File: config.mk
export PLATFORM = sky130hd
export DESIGN_NAME = word_byte_packer
export DESIGN_NICKNAME = d
export VERILOG_FILES = /design/src/rtl/word_byte_packer.sv
export SDC_FILE = /design/constraint.sdc
export NUM_CORES = 1
export LEC_CHECK = 0
export ABC_AREA = 0
export BUFFER_PORTS_ARGS = -buffer_cell sky130_fd_sc_hd__buf_4
export CORE_MARGIN = 2
export CORE_UTILIZATION = 60
export DETAILED_ROUTE_END_ITERATION = 16
export GPL_TIMING_DRIVEN = 0
export PLACE_DENSITY = 0.86
export SKIP_LAST_GASP = 1
export SLEW_MARGIN = 15
export SYNTH_ARGS = -nofsm -noshare
export SYNTH_HDL_FRONTEND = slang
export SYNTH_SLANG_ARGS = --single-unit
export TNS_END_PERCENT = 1
File: constraint.sdc
create_clock -name clk -period 5.81 [get_ports clk]
set_clock_uncertainty 0.15 [all_clocks]
set_input_delay 1.162 -clock clk [delete_from_list [all_inputs] [get_ports clk]]
set_output_delay 1.162 -clock clk [all_outputs]
set_load 0.03 [all_outputs]
File: src/rtl/word_byte_packer.sv
module word_byte_packer #(
  parameter int BYTE_W = 8,
  parameter int SLOTS  = 4
) (
  input  logic                clk,
  input  logic                rst_n,
  input  logic                big_endian,
  input  logic                host_wr,
  input  logic [2*BYTE_W-1:0] host_wdata,
  input  logic                host_rd,
  output logic [2*BYTE_W-1:0] host_rdata,
  input  logic                eng_pop,
  output logic [BYTE_W-1:0]   eng_tx_byte,
  input  logic                eng_push,
  input  logic [BYTE_W-1:0]   eng_rx_byte,
  output logic                rx_ready,
  output logic                tx_ready,
  output logic                overrun,
  output logic                underflow,
  output logic                single_byte
);
  localparam int HW      = 2 * BYTE_W;
  localparam int STORE_W = BYTE_W * SLOTS;
  localparam int CW      = $clog2(SLOTS + 1);
  localparam logic [CW-1:0] FULL = CW'(SLOTS);
  localparam logic [CW-1:0] ROOM = CW'(SLOTS - 2);
  localparam logic [CW-1:0] ONE  = CW'(1);
  localparam logic [CW-1:0] TWO  = CW'(2);

  logic [STORE_W-1:0] store, st_h, st_n;
  logic [CW-1:0]      txc, rxc, txc_h, rxc_h, txc_n, rxc_n;
  logic               wr_ok, lone, empty_rd, pop_dry, push_full;
  logic [HW-1:0]      wr_word, low_word;

  assign wr_ok    = host_wr && (txc <= ROOM);
  assign wr_word  = big_endian ? host_wdata
                               : {host_wdata[BYTE_W-1:0], host_wdata[HW-1:BYTE_W]};
  assign low_word = store[HW-1:0];
  assign host_rdata = big_endian ? {low_word[BYTE_W-1:0], low_word[HW-1:BYTE_W]}
                                 : low_word;

  always_comb begin
    st_h  = store;
    txc_h = txc;
    rxc_h = rxc;
    lone  = 1'b0;
    if (wr_ok) begin
      st_h  = {store[STORE_W-HW-1:0], wr_word};
      txc_h = txc + TWO;
    end
    if (host_rd) begin
      if (rxc == ONE) begin
        lone  = 1'b1;
        rxc_h = '0;
      end else if (rxc > ONE) begin
        if (rxc > TWO) st_h = st_h >> HW;
        rxc_h = rxc - TWO;
      end
    end
  end

  assign empty_rd  = host_rd && (rxc_h == '0);
  assign pop_dry   = eng_pop && (txc_h == '0);
  assign push_full = eng_push && (rxc_h == FULL);

  always_comb begin
    eng_tx_byte = '0;
    if (txc_h != '0) eng_tx_byte = st_h[BYTE_W*(int'(txc_h)-1) +: BYTE_W];
  end

  always_comb begin
    st_n  = st_h;
    txc_n = txc_h;
    rxc_n = rxc_h;
    if (eng_pop && !pop_dry) txc_n = txc_h - ONE;
    if (eng_push && !push_full) begin
      st_n[BYTE_W*int'(rxc_h) +: BYTE_W] = eng_rx_byte;
      rxc_n = rxc_h + ONE;
    end
  end

  always_ff @(posedge clk) begin
    if (!rst_n) begin
      store       <= '0;
      txc         <= '0;
      rxc         <= '0;
      rx_ready    <= 1'b0;
      tx_ready    <= 1'b0;
      overrun     <= 1'b0;
      underflow   <= 1'b0;
      single_byte <= 1'b0;
    end else begin
      store       <= st_n;
      txc         <= txc_n;
      rxc         <= rxc_n;
      single_byte <= lone;
      if (wr_ok) underflow <= 1'b0;
      if (pop_dry) underflow <= 1'b1;
      if (host_rd) overrun <= 1'b0;
      if (push_full) overrun <= 1'b1;
      if (wr_ok && txc_h > ROOM) tx_ready <= 1'b0;
      if (eng_pop) tx_ready <= 1'b1;
      if (empty_rd) rx_ready <= 1'b0;
      if (eng_push) rx_ready <= 1'b1;
    end
  end
endmodule


# Yosys cells after proc, flatten, opt, wreduce, memory -nomap -nowiden
# Index checks and enable logic that the tools add are counted.
# op_classes
eq_ne	2
magnitude_cmp	4
n_mux	25
shift	3
addsub	6
reduce_logical	17
# op_table
operator	n
2-to-1 mux 32 bit	6
negator 6 -> 33 bit	1
variable shift 8 x 33 -> 32 bit, first input constant	1
indexed part select 8 x 33 -> 32 bit	1
bitwise mux 32 bit	1
2-to-1 mux 16 bit	2
indexed part select 32 x 7 -> 8 bit	1
2-to-1 mux 3 bit	6
2-to-1 mux 1 bit	9
2-to-1 mux 8 bit	1
nonzero test 2 bit	4
logical AND 1 bit	7
> comparator 3 x 2 -> 1 bit, second input constant	2
zero test 3 bit	2
subtractor 3 x 1 -> 4 bit, second input constant	1
adder 3 x 1 -> 3 bit, second input constant	1
adder 3 x 2 -> 3 bit, second input constant	1
equality test 3 x 1 -> 1 bit, second input constant	1
equality test 3 bit, second input constant	1
> comparator 3 x 1 -> 1 bit, second input constant	1
less-or-equal comparator 3 x 2 -> 1 bit, second input constant	1
nonzero test 3 bit	1
subtractor 3 x 1 -> 3 bit, second input constant	1
subtractor 3 x 2 -> 3 bit, second input constant	1
2 further kinds	3
# word_totals
ff_bits	43
out_inout_bits	29

# Logic depth before layout (Yosys ltp)
# Gate-level depths: netlist of the first run.
# depth
ltp_word	9
depth_mapped	12

# Worst setup path before layout of the first run
# Ideal clock, no wire load.
# synth_path
path_kind	input to output
from	input port host_wr
to	output port eng_tx_byte[0]
setup_slack_ps	795
arrival_ps	3703
cell_stages	9
t_required_ps	4498
cell_sequence	and4bb_1 > buf_6 > nor2_8 > buf_6 > xnor2_1 > ha_1 > clkbuf_1 > a221oi_1 > a2111oi_1
# synth_between
elab_chain_cells	8
word_cells_on_any_way	11
classes_between	add/sub (1); shift (1); mux (7); reduce/logical (2)
# synth_lines
element	line_no	rtl
from (decl)	8	input logic host_wr,
logical AND 1 bit *	35	assign wr_ok = host_wr && (txc <= ROOM);
2-to-1 mux 32 bit	47	if (wr_ok) begin
2-to-1 mux 32 bit	56	if (rxc > TWO) st_h = st_h >> HW;
2-to-1 mux 32 bit	55	end else if (rxc > ONE) begin
2-to-1 mux 32 bit	52	if (rxc == ONE) begin
2-to-1 mux 32 bit	51	if (host_rd) begin
indexed part select 32 x 7 -> 8 bit	68	if (txc_h != '0) eng_tx_byte = st_h[BYTE_W*(int'(txc_h)-1) +: BYTE_W];
2-to-1 mux 8 bit *	68	
to (decl)	13	output logic [BYTE_W-1:0] eng_tx_byte,
# Mark *: on every way between the ends. The rest lies on a longest branch, timed or not.

# Worst setup path in the final report of the first run
# layout_path
from	input port host_wr
to	output port eng_tx_byte[1]
# The elaborated chain is that of the path after synthesis.

==> results.json, run 1 <==
{
  "ant_nets": 0,
  "syn-num-nets": 404,
  "worstHoldStart": "underflow",
  "root_buffer": "clkbuf_8",
  "drive_gt1_share_pct": 24.6,
  "endpoint_kind": "output port",
  "grt_pass1_wl_um": 14900,
  "hp-class": "flip-flop to flip-flop",
  "holdBufCountCts": 0,
  "crit_start": "host_wr",
  "die_w_um": 75.6,
  "p_leak_nw": 1.53,
  "rsz0062_at_grt": "no",
  "p_comb_share_pct": 65.7,
  "grt_pass1_vias": 3014,
  "synthTopCellsByArea": "dfxtp_1 (28%), mux2_2 (6.6%), a21oi_1 (6.0%)",
  "fin_nets": 468,
  "p_seq_share_pct": 22.3,
  "reg2reg_from": "rxc[1]",
  "place.gp.congestion": 0.931,
  "drv_cap": 0,
  "synth_adder_area_share_pct": 2.85,
  "multi_input_area_um2": 2040,
  "required_ns": 4.50,
  "dr.first_iter.drc_count": 408,
  "regArea_um2": 861,
  "synth_top_area_share_pct": 28.0,
  "hpwl_um": 6920,
  "setup-tns-final_ns": 0,
  "synth_top_cell_by_area": "dfxtp_1",
  "ys_types": 56,
  "synth-edff-count": 0,
  "synth-seq-cells": 43,
  "start_util_pct": 61.4,
  "vdd_drop_max_v": 0.000285,
  "track_usage_pct": 35.3,
  "fillers": 435,
  "crit_type": "input pin to output port",
  "dr_total_vias": 3348,
  "synth_compound_area_share_pct": 28.2,
  "p_per_area_nw_per_um2": 499,
  "cp-start-kind": "input pin",
  "synthMuxAreaShare_pct": 14.7,
  "cts_made_buffers": 5,
  "die_h_um": 75.6,
  "min_period_over_period_pct": 91.4,
  "antenna_found_initial": 0,
  "htree_levels": 2,
  "vias_per_cell": 6.68,
  "grt-ovfl-total": 0,
  "synth_cells": 366,
  "status": "finished, final reports clean",
  "clkPwrFrac_pct": 12.0,
  "yosys.area_share.simple_pct": 19.6,
  "io_pins": 60,
  "port_buffers": 57,
  "grt_max_degree": 13,
  "routed_wl_um": 10100,
  "fin_crit_ns": 5.31,
  "dieArea_um2": 5710,
  "netSwitchingFraction_pct": 50.3,
  "crit_fanout": 10,
  "cts_max_path_buffers": 2,
  "cts_tree": "yes",
  "hold_viol_final": 0,
  "antenna_cells": 0,
  "finalSetupViolations": 0,
  "cts_resized": 0,
  "slew_headroom_pct": 36.4,
  "wire_per_inst_um": 20.2,
  "max_freq_mhz": 188,
  "cts_sinks": 43,
  "tightest_slew_ns": 0.954,
  "seq_area_frac_synth_pct": 28.0,
  "finalMaxSlewViolations": 0,
  "synth_xor_area_share_pct": 1.14,
  "internal-power_w": 0.000916,
  "drc": 0,
  "synth_warnings": 0,
  "dr.pass1.iters": 5,
  "core.rowCount": 26,
  "synth_area_per_cell_um2": 8.40,
  "clk_pin_slew_ns": 0.08,
  "p_sw_w": 0.000925,
  "insertion_delay_ns": 0.31,
  "core_area_um2": 5010,
  "ys.flop_type": "dfxtp_1",
  "cts_setup_buffers": 0,
  "cp_data_arrival_time_ns": 4.00,
  "timing.hold.ws_ns": 0.329,
  "syn_area_um2": 3080,
  "synthArstFlopShare_pct": 0,
  "synth_top_family_by_area": "compound AO/OA/AOI/OAI gates",
  "synthToLayoutAreaGrowth_pct": 20.0
}
## critical path: stages
cell and delay (ns):
buf_4 0.13, and4bb_1 0.21, buf_6 0.16, nor2_8 0.11
buf_6 0.19, xnor2_1 0.18, ha_1 0.32, nand2_1 0.35
o22ai_1 0.42, a2111oi_1 0.52, buf_4 0.25
## power by group through the flow
stage / Combinational [W] / Clock, W / Sequential [W]
final: 0.00121 / 0.000220 / 0.000411
after global routing: 0.00127 / 0.000226 / 0.000417
after CTS: 0.00118 / 0.000217 / 0.000407
after detailed placement: 0.00117 / 0 / 0.000414
after global placement: 0.00115 / 0 / 0.000410
after floorplan: 0.000826 / 0 / 0.000406
## sequential cells by signal, indices dropped and copies added, names as in the netlist
name	flops
store	32
rxc	3
txc	3
overrun	1
rx_ready	1
single_byte	1
tx_ready	1
underflow	1
## cell usage in the layout (no fill, tap or decap), drive strengths merged, types with 4 or more instances in the layout
cell	n
a2111oi	7
a211oi	16
a21oi	38
a221oi	8
and2	10
buf	70
clkbuf	16
dfxtp	43
ha	7
inv	12
mux2	25
mux2i	17
nand2	30
nand3	17
nor2	23
nor2b	14
nor3	4
o21a	8
o21ai	16
o221ai	7
o2bb2ai	7
xnor2	4
## area by class of cell
| type | count | share of cell area, % |
|---|---|---|
| tap | 70 | 2.37 |
| multi-input combinational | 289 | 55.4 |
| timing repair buffer | 57 | 11.6 |
| clock buffer | 8 | 2.71 |
| sequential | 43 | 23.3 |
| buffer | 21 | 3.29 |
| inverter | 13 | 1.32 |
## path summary, 6_finish.rpt
path	endpoint	slack (ns)	cells after the start
hold / removal	underflow	0.33	2
hold reg to reg	underflow	0.33	2
setup / recovery	eng_tx_byte[1]	0.50	11
setup reg to reg	store[7]	2.57	10
## routing by layer
metal | wire (um) | track usage, % | vias up
met3 | 1070 | 7.67 | 29
met2 | 4670 | 55.8 | 237
met4 | 280 | 15.6 | 0
met1 | 4100 | 46.5 | 1580
met5 | 0 | 0 | -
li1 | - | - | 1502
## cell usage after synthesis (2+ instances only)
library cell  count
nor2_1           21
nor2b_1          14
nand2_1          29
xnor2_1           4
and2_0            7
o2bb2ai_1         7
and3_1            2
a211oi_1         16
a2111oi_1         7
o22ai_1           2
mux2i_1          17
nand2b_1          3
inv_2             2
o221ai_1          7
buf_6             4
nand3_1          17
dfxtp_1          43
buf_2             7
mux2_1            7
o211ai_1          3
o21ai_0          14
a22oi_1           3
a221oi_1          7
o21a_1            8
nor3_1            4
clkbuf_1          8
and2_1            3
nand4_1           2
a21oi_1          37
mux2_2           18
or3_1             2
a31oi_1           2
inv_1            10
ha_1              7
## through the flow
stage	std cells	worst slack [ns]	utilization, %	instance area, um2	power (W)
final	501	0.497	73.7	3690	0.00184
after global routing	501	0.366	73.7	3690	0.00191
after global placement	493	0.685	71.7	3590	0.00156
after floorplan	366	0.795	-	3080	0.00123
after detailed placement	493	0.598	71.7	3590	0.00158
after CTS	501	0.584	73.7	3690	0.00180
## logic make-up after synthesis
kind of cell,Yosys count
buffers and inverters,34
flip-flops,43
XOR/XNOR,4
AND/OR/NAND/NOR,112
multiplexers,42
AO/OA/AOI/OAI,124
adder cells (fa/ha/maj),7
Power figures use the tool's default switching activity.
==> run 2: changes to the inputs <==
CTS_BUF_LIST = sky130_fd_sc_hd__clkbuf_8   (was unset)
==> results.json, run 2 (synthesis gave the netlist of run 1 again) <==
{
  "status": "finished, final reports clean",
  "max_freq_mhz": 189,
  "clk_pin_slew_ns": 0.08,
  "htree_levels": 2,
  "track_usage_pct": 35.3,
  "die_h_um": 75.6,
  "start_util_pct": 61.4,
  "drive_gt1_share_pct": 24.6,
  "cts_tree": "yes",
  "total_power_w": 0.00184,
  "hold_path_end": "underflow",
  "crit_fanout": 10,
  "crit_slowest_cell": "a2111oi_1",
  "cts_sinks": 43,
  "final_common_cell": "buf_4",
  "hpwl_um": 6920,
  "min_period_over_period_pct": 91.0,
  "rrSetupSlack_ns": 2.55,
  "dr_total_vias": 3385,
  "tightest_slew_ns": 0.954,
  "synthToLayoutAreaGrowth_pct": 20.0,
  "rsz0062_at_grt": "no",
  "core.rowCount": 26,
  "cp-start-kind": "input pin",
  "grt_pass1_wl_um": 14900,
  "hp-class": "flip-flop to flip-flop",
  "largest_reg_flops": 32,
  "antenna_found_initial": 0,
  "antenna_cells": 0,
  "io_pins": 60,
  "cp_num_buf_inv": 4,
  "required_ns": 4.50,
  "cp_top_family": "compound AO/OA/AOI/OAI gates",
  "dieArea_um2": 5710,
  "place.gp.congestion": 0.931,
  "dr.pass1.iters": 5,
  "die_w_um": 75.6,
  "hold_viol_final": 0,
  "core_area_um2": 5010,
  "vias_per_cell": 6.76,
  "slew_headroom_pct": 36.4,
  "port_buffers": 57,
  "fin_crit_ns": 5.29,
  "crit_type": "input pin to output port",
  "holdBufCountCts": 0,
  "p_per_area_nw_per_um2": 497,
  "insertion_delay_ns": 0.30,
  "wire_per_inst_um": 20.1,
  "vdd_drop_max_v": 0.000283,
  "grt_max_degree": 13,
  "cts_made_buffers": 5,
  "root_buffer": "clkbuf_8",
  "utilization_pct": 73.7,
  "ant_nets": 0,
  "setup-tns-final_ns": 0,
  "finalSetupViolations": 0,
  "top_regs": "store: 32 flops, rxc: 3 flops, txc: 3 flops",
  "worstHoldStart": "underflow",
  "crit_chain": "buf_4 > and4bb_1 > buf_6 > nor2_8 > buf_6 > xnor2_1 > ha_1 > nand2_1 > o22ai_1 > a2111oi_1 > buf_4",
  "drc": 0,
  "cts_max_path_buffers": 2,
  "reg2reg_from": "rxc[1]",
  "min_path_cells": 2,
  "largest-register": "store",
  "finalMaxSlewViolations": 0,
  "cts_resized": 0,
  "fin_nets": 468,
  "grt_pass1_vias": 3014,
  "grt-ovfl-total": 0,
  "final_cell_mix": "buf_4 (58), dfxtp_1 (43), a21oi_1 (37), nand2_1 (29), nor2_1 (21)",
  "p_leak_nw": 1.53,
  "slowest_delay_ns": 0.50,
  "cts_setup_buffers": 0,
  "worst_r2r_endpoint": "store[7]",
  "drv_cap": 0,
  "routed_wl_um": 10100,
  "r2r_cells": 10,
  "dr.first_iter.drc_count": 388,
  "endpoint_kind": "output port",
  "cp_data_arrival_time_ns": 3.98
}
[run 2: layout make-up]
type | count | area (um2)
Buffer | 21 | 121
Fill cell | 435 | 1320
Clock inverter | 1 | 3.75
Sequential cell | 43 | 861
Tap cell | 70 | 87.6
Clock buffer | 7 | 96.3
Inverter | 13 | 48.8
Timing Repair Buffer | 57 | 428
Multi-Input combinational cell | 289 | 2040
[run 2: how the worst max path moves through the flow]
stage,slack (ns),cells after the start,from,end
2_1_floorplan,0.79,9,host_wr,eng_tx_byte[0]
3_3_place_gp,0.68,11,host_wr,eng_tx_byte[1]
3_5_place_dp,0.60,11,host_wr,eng_tx_byte[1]
4_1_cts,0.58,11,host_wr,eng_tx_byte[1]
5_1_grt,0.37,11,host_wr,eng_tx_byte[5]
6_report,0.52,11,host_wr,eng_tx_byte[1]
[run 2: through the flow]
| step | std cells | hold WS (ns) | instance area [um2] | setup WS, ns |
|---|---|---|---|---|
| 6_report | 501 | 0.330 | 3690 | 0.521 |
| 5_1_grt | 501 | 0.369 | 3690 | 0.366 |
| 4_1_cts | 501 | 0.333 | 3690 | 0.584 |
| 3_5_place_dp | 493 | 0.311 | 3590 | 0.598 |
| 3_3_place_gp | 493 | 0.292 | 3590 | 0.685 |
| 2_1_floorplan | 366 | 0.315 | 3080 | 0.795 |
[run 2: routing by layer]
metal	vias up	GRT usage, %	wire length (um)	part of all wire [%]
li1	1508	-	-	-
met1	1598	46.5	3940	39
met2	250	55.8	4700	47
met3	29	7.67	1150	11
met4	0	15.6	282	2.8
met5	-	0	0	0
[run 2: worst reg2reg max path, cell delays in order, from the launching register on]
cell      delay, ns
dfxtp_1        0.40
nor2b_1        0.27
a21oi_1        0.12
ha_1           0.26
ha_1           0.22
nor2b_1        0.33
nor2b_1        0.31
nand3_1        0.34
clkbuf_1       0.40
o21ai_0        0.28
a21oi_1        0.06
[run 2: report_power, final]
part / internal, W / switching (W) / leakage, nW / total [W]
Sequential: 0.000355 / 0.0000551 / 0.353 / 0.000410
Combinational: 0.000451 / 0.000754 / 1.12 / 0.00121
Clock: 0.000107 / 0.000113 / 0.0557 / 0.000220
Total: 0.000914 / 0.000922 / 1.53 / 0.00184
==> run 3: changes to the inputs <==
ABC_AREA = 1   (was 0)
PLACE_DENSITY = 0.85   (was 0.86)
==> results.json, run 3 <==
{
  "status": "finished, final reports clean",
  "tightest_slew_ns": 0.644,
  "timing.hold.ws_ns": 0.308,
  "crit_type": "input pin to output port",
  "insertion_delay_ns": 0.31,
  "dieArea_um2": 6310,
  "htree_levels": 2,
  "synth_top_cell_by_area": "dfxtp_1",
  "p_leak_nw": 2.13,
  "seq_area_frac_synth_pct": 25.2,
  "drive_gt1_share_pct": 18.1,
  "dp_cells": 701,
  "top_regs": "store: 32 flops, rxc: 3 flops, txc: 3 flops",
  "total_power_w": 0.00223,
  "p_comb_share_pct": 70.1,
  "cts_sinks": 43,
  "fin_crit_ns": 4.87,
  "clkPwrFrac_pct": 11.3,
  "place.gp.congestion": 0.987,
  "crit_fanout": 10,
  "internal-power_w": 0.00104,
  "max_freq_mhz": 205,
  "wl_met1_um": 4460,
  "hpwl_um": 8780,
  "setup-tns-final_ns": 0,
  "antenna_found_initial": 0,
  "fillers": 498,
  "dr.first_iter.drc_count": 352,
  "syn_area_um2": 3420,
  "synthArstFlopShare_pct": 0,
  "cts_tree": "yes",
  "finalSetupViolations": 0,
  "vdd_drop_max_v": 0.000662,
  "yosysMostFrequentCell": "nand2_1",
  "die_w_um": 79.5,
  "cp_data_arrival_time_ns": 3.56,
  "regArea_um2": 861,
  "synth_top_area_share_pct": 25.2,
  "p_seq_share_pct": 18.6,
  "antenna_cells": 0,
  "cts_resized": 0,
  "p_per_area_nw_per_um2": 551,
  "wl_met3_um": 746,
  "yosys-top-cells-count": "nand2_1 (121), nand3_1 (116), inv_1 (96), o21ai_0 (53), dfxtp_1 (43)",
  "grt-ovfl-total": 0,
  "final_cells": 709,
  "required_ns": 4.50,
  "endpoint_kind": "output port",
  "io_pins": 60,
  "rrSetupSlack_ns": 2.66,
  "final_cell_mix": "nand2_1 (121), nand3_1 (116), inv_1 (96), buf_4 (57), o21ai_0 (53)",
  "hold_viol_final": 0,
  "netSwitchingFraction_pct": 53.5,
  "timing.final.ws_setup_ns": 0.938,
  "start_util_pct": 62.1,
  "routed_wl_um": 11100,
  "ant_nets": 0,
  "synth_warnings": 0,
  "vias_per_cell": 5.85,
  "die_h_um": 79.5,
  "core.rowCount": 27,
  "dr.pass1.iters": 6,
  "dr_total_vias": 4151,
  "ys_types": 28,
  "root_buffer": "clkbuf_8",
  "p_sw_w": 0.00120,
  "synth-edff-count": 0,
  "dr.max_layer_used": "met4",
  "drc": 0,
  "slew_headroom_pct": 57.1,
  "drv_cap": 0,
  "multi_input_area_um2": 2000,
  "track_usage_pct": 36.3,
  "grt_pass1_wl_um": 18000,
  "finalMaxSlewViolations": 0,
  "cts_made_buffers": 5,
  "synthToLayoutAreaGrowth_pct": 18.6,
  "route.met2.wl_um": 5600,
  "synth-seq-cells": 43,
  "grt_pass1_vias": 3854,
  "grt_max_degree": 14,
  "cp-start-kind": "input pin",
  "largest-register": "store",
  "fin_nets": 674,
  "largest_reg_flops": 32,
  "clk_pin_slew_ns": 0.09,
  "syn-num-nets": 610,
  "holdBufCountCts": 0,
  "ys.flop_type": "dfxtp_1",
  "hp-class": "flip-flop to flip-flop",
  "min_period_over_period_pct": 83.8,
  "port_buffers": 57,
  "cts_max_path_buffers": 2,
  "core_area_um2": 5510,
  "cts_setup_buffers": 0,
  "synth_cells": 572,
  "pre_cts_slack_ns": 1.01,
  "synthTopCellsByArea": "dfxtp_1 (25%), nand3_1 (17%), nand2_1 (13%)",
  "final_common_cell": "nand2_1",
  "synth_area_per_cell_um2": 5.97,
  "wire_per_inst_um": 15.6,
  "rsz0062_at_grt": "no"
}
run 3: final cells by class:
type                    instances  share of cell area (%)
plain buffers                  34                    4.35
clock buffers                   6                    2.04
clock inverters                 2                   0.864
inverters                     100                    9.26
multi-input cells             395                    49.5
flip-flops and latches         43                    21.2
well taps                      72                    2.22
repair buffers                 57                    10.6
run 3: cell families (layout without fill, tap and decap cells):
| family | count (synthesis) | count (layout) | synth area share (%) |
|---|---|---|---|
| compound gates | 107 | 107 | 17.6 |
| fa+ha+maj | 7 | 7 | 2.56 |
| buf+inv | 134 | 199 | 16.1 |
| flops | 43 | 43 | 25.2 |
| simple gates | 281 | 281 | 38.5 |
run 3: per-stage QoR:
stage / util [%] / cell area (um2)
after floorplan: - / 3420
after global placement: 71.5 / 3940
after detailed placement: 71.5 / 3940
after CTS: 73.6 / 4050
after global routing: 73.6 / 4050
final: 73.6 / 4050
run 3: worst paths after layout:
check	startpoint	end	depth (start not counted)
worst max-delay path	host_wr	eng_tx_byte[0]	13
worst min-delay path	rxc[0]	single_byte	2
worst max register to register	rxc[1]	store[4]	13
worst min register to register	rxc[0]	single_byte	2
run 3: power groups by stage:
stage / combinational, W / clock [W] / sequential [W]
after CTS: 0.00155 / 0.000250 / 0.000415
after detailed placement: 0.00154 / 0 / 0.000421
after global routing: 0.00174 / 0.000259 / 0.000423
after global placement: 0.00151 / 0 / 0.000418
final: 0.00157 / 0.000252 / 0.000416
after floorplan: 0.00112 / 0 / 0.000419
run 3: critical path: stages:
cell      delay [ns]
buf_4           0.14
buf_2           0.19
nand3_1         0.12
nand2_2         0.10
ha_1            0.29
buf_1           0.43
clkinv_1        0.42
nand2_1         0.16
inv_1           0.05
nand2_1         0.05
nand2_1         0.04
a21oi_1         0.19
buf_4           0.20
run 3: metal layers:
metal	global-route usage, %	up-vias
met3	4.07	31
met1	43.4	1914
met4	12.1	0
met5	0	-
met2	66.7	218
li1	-	1988
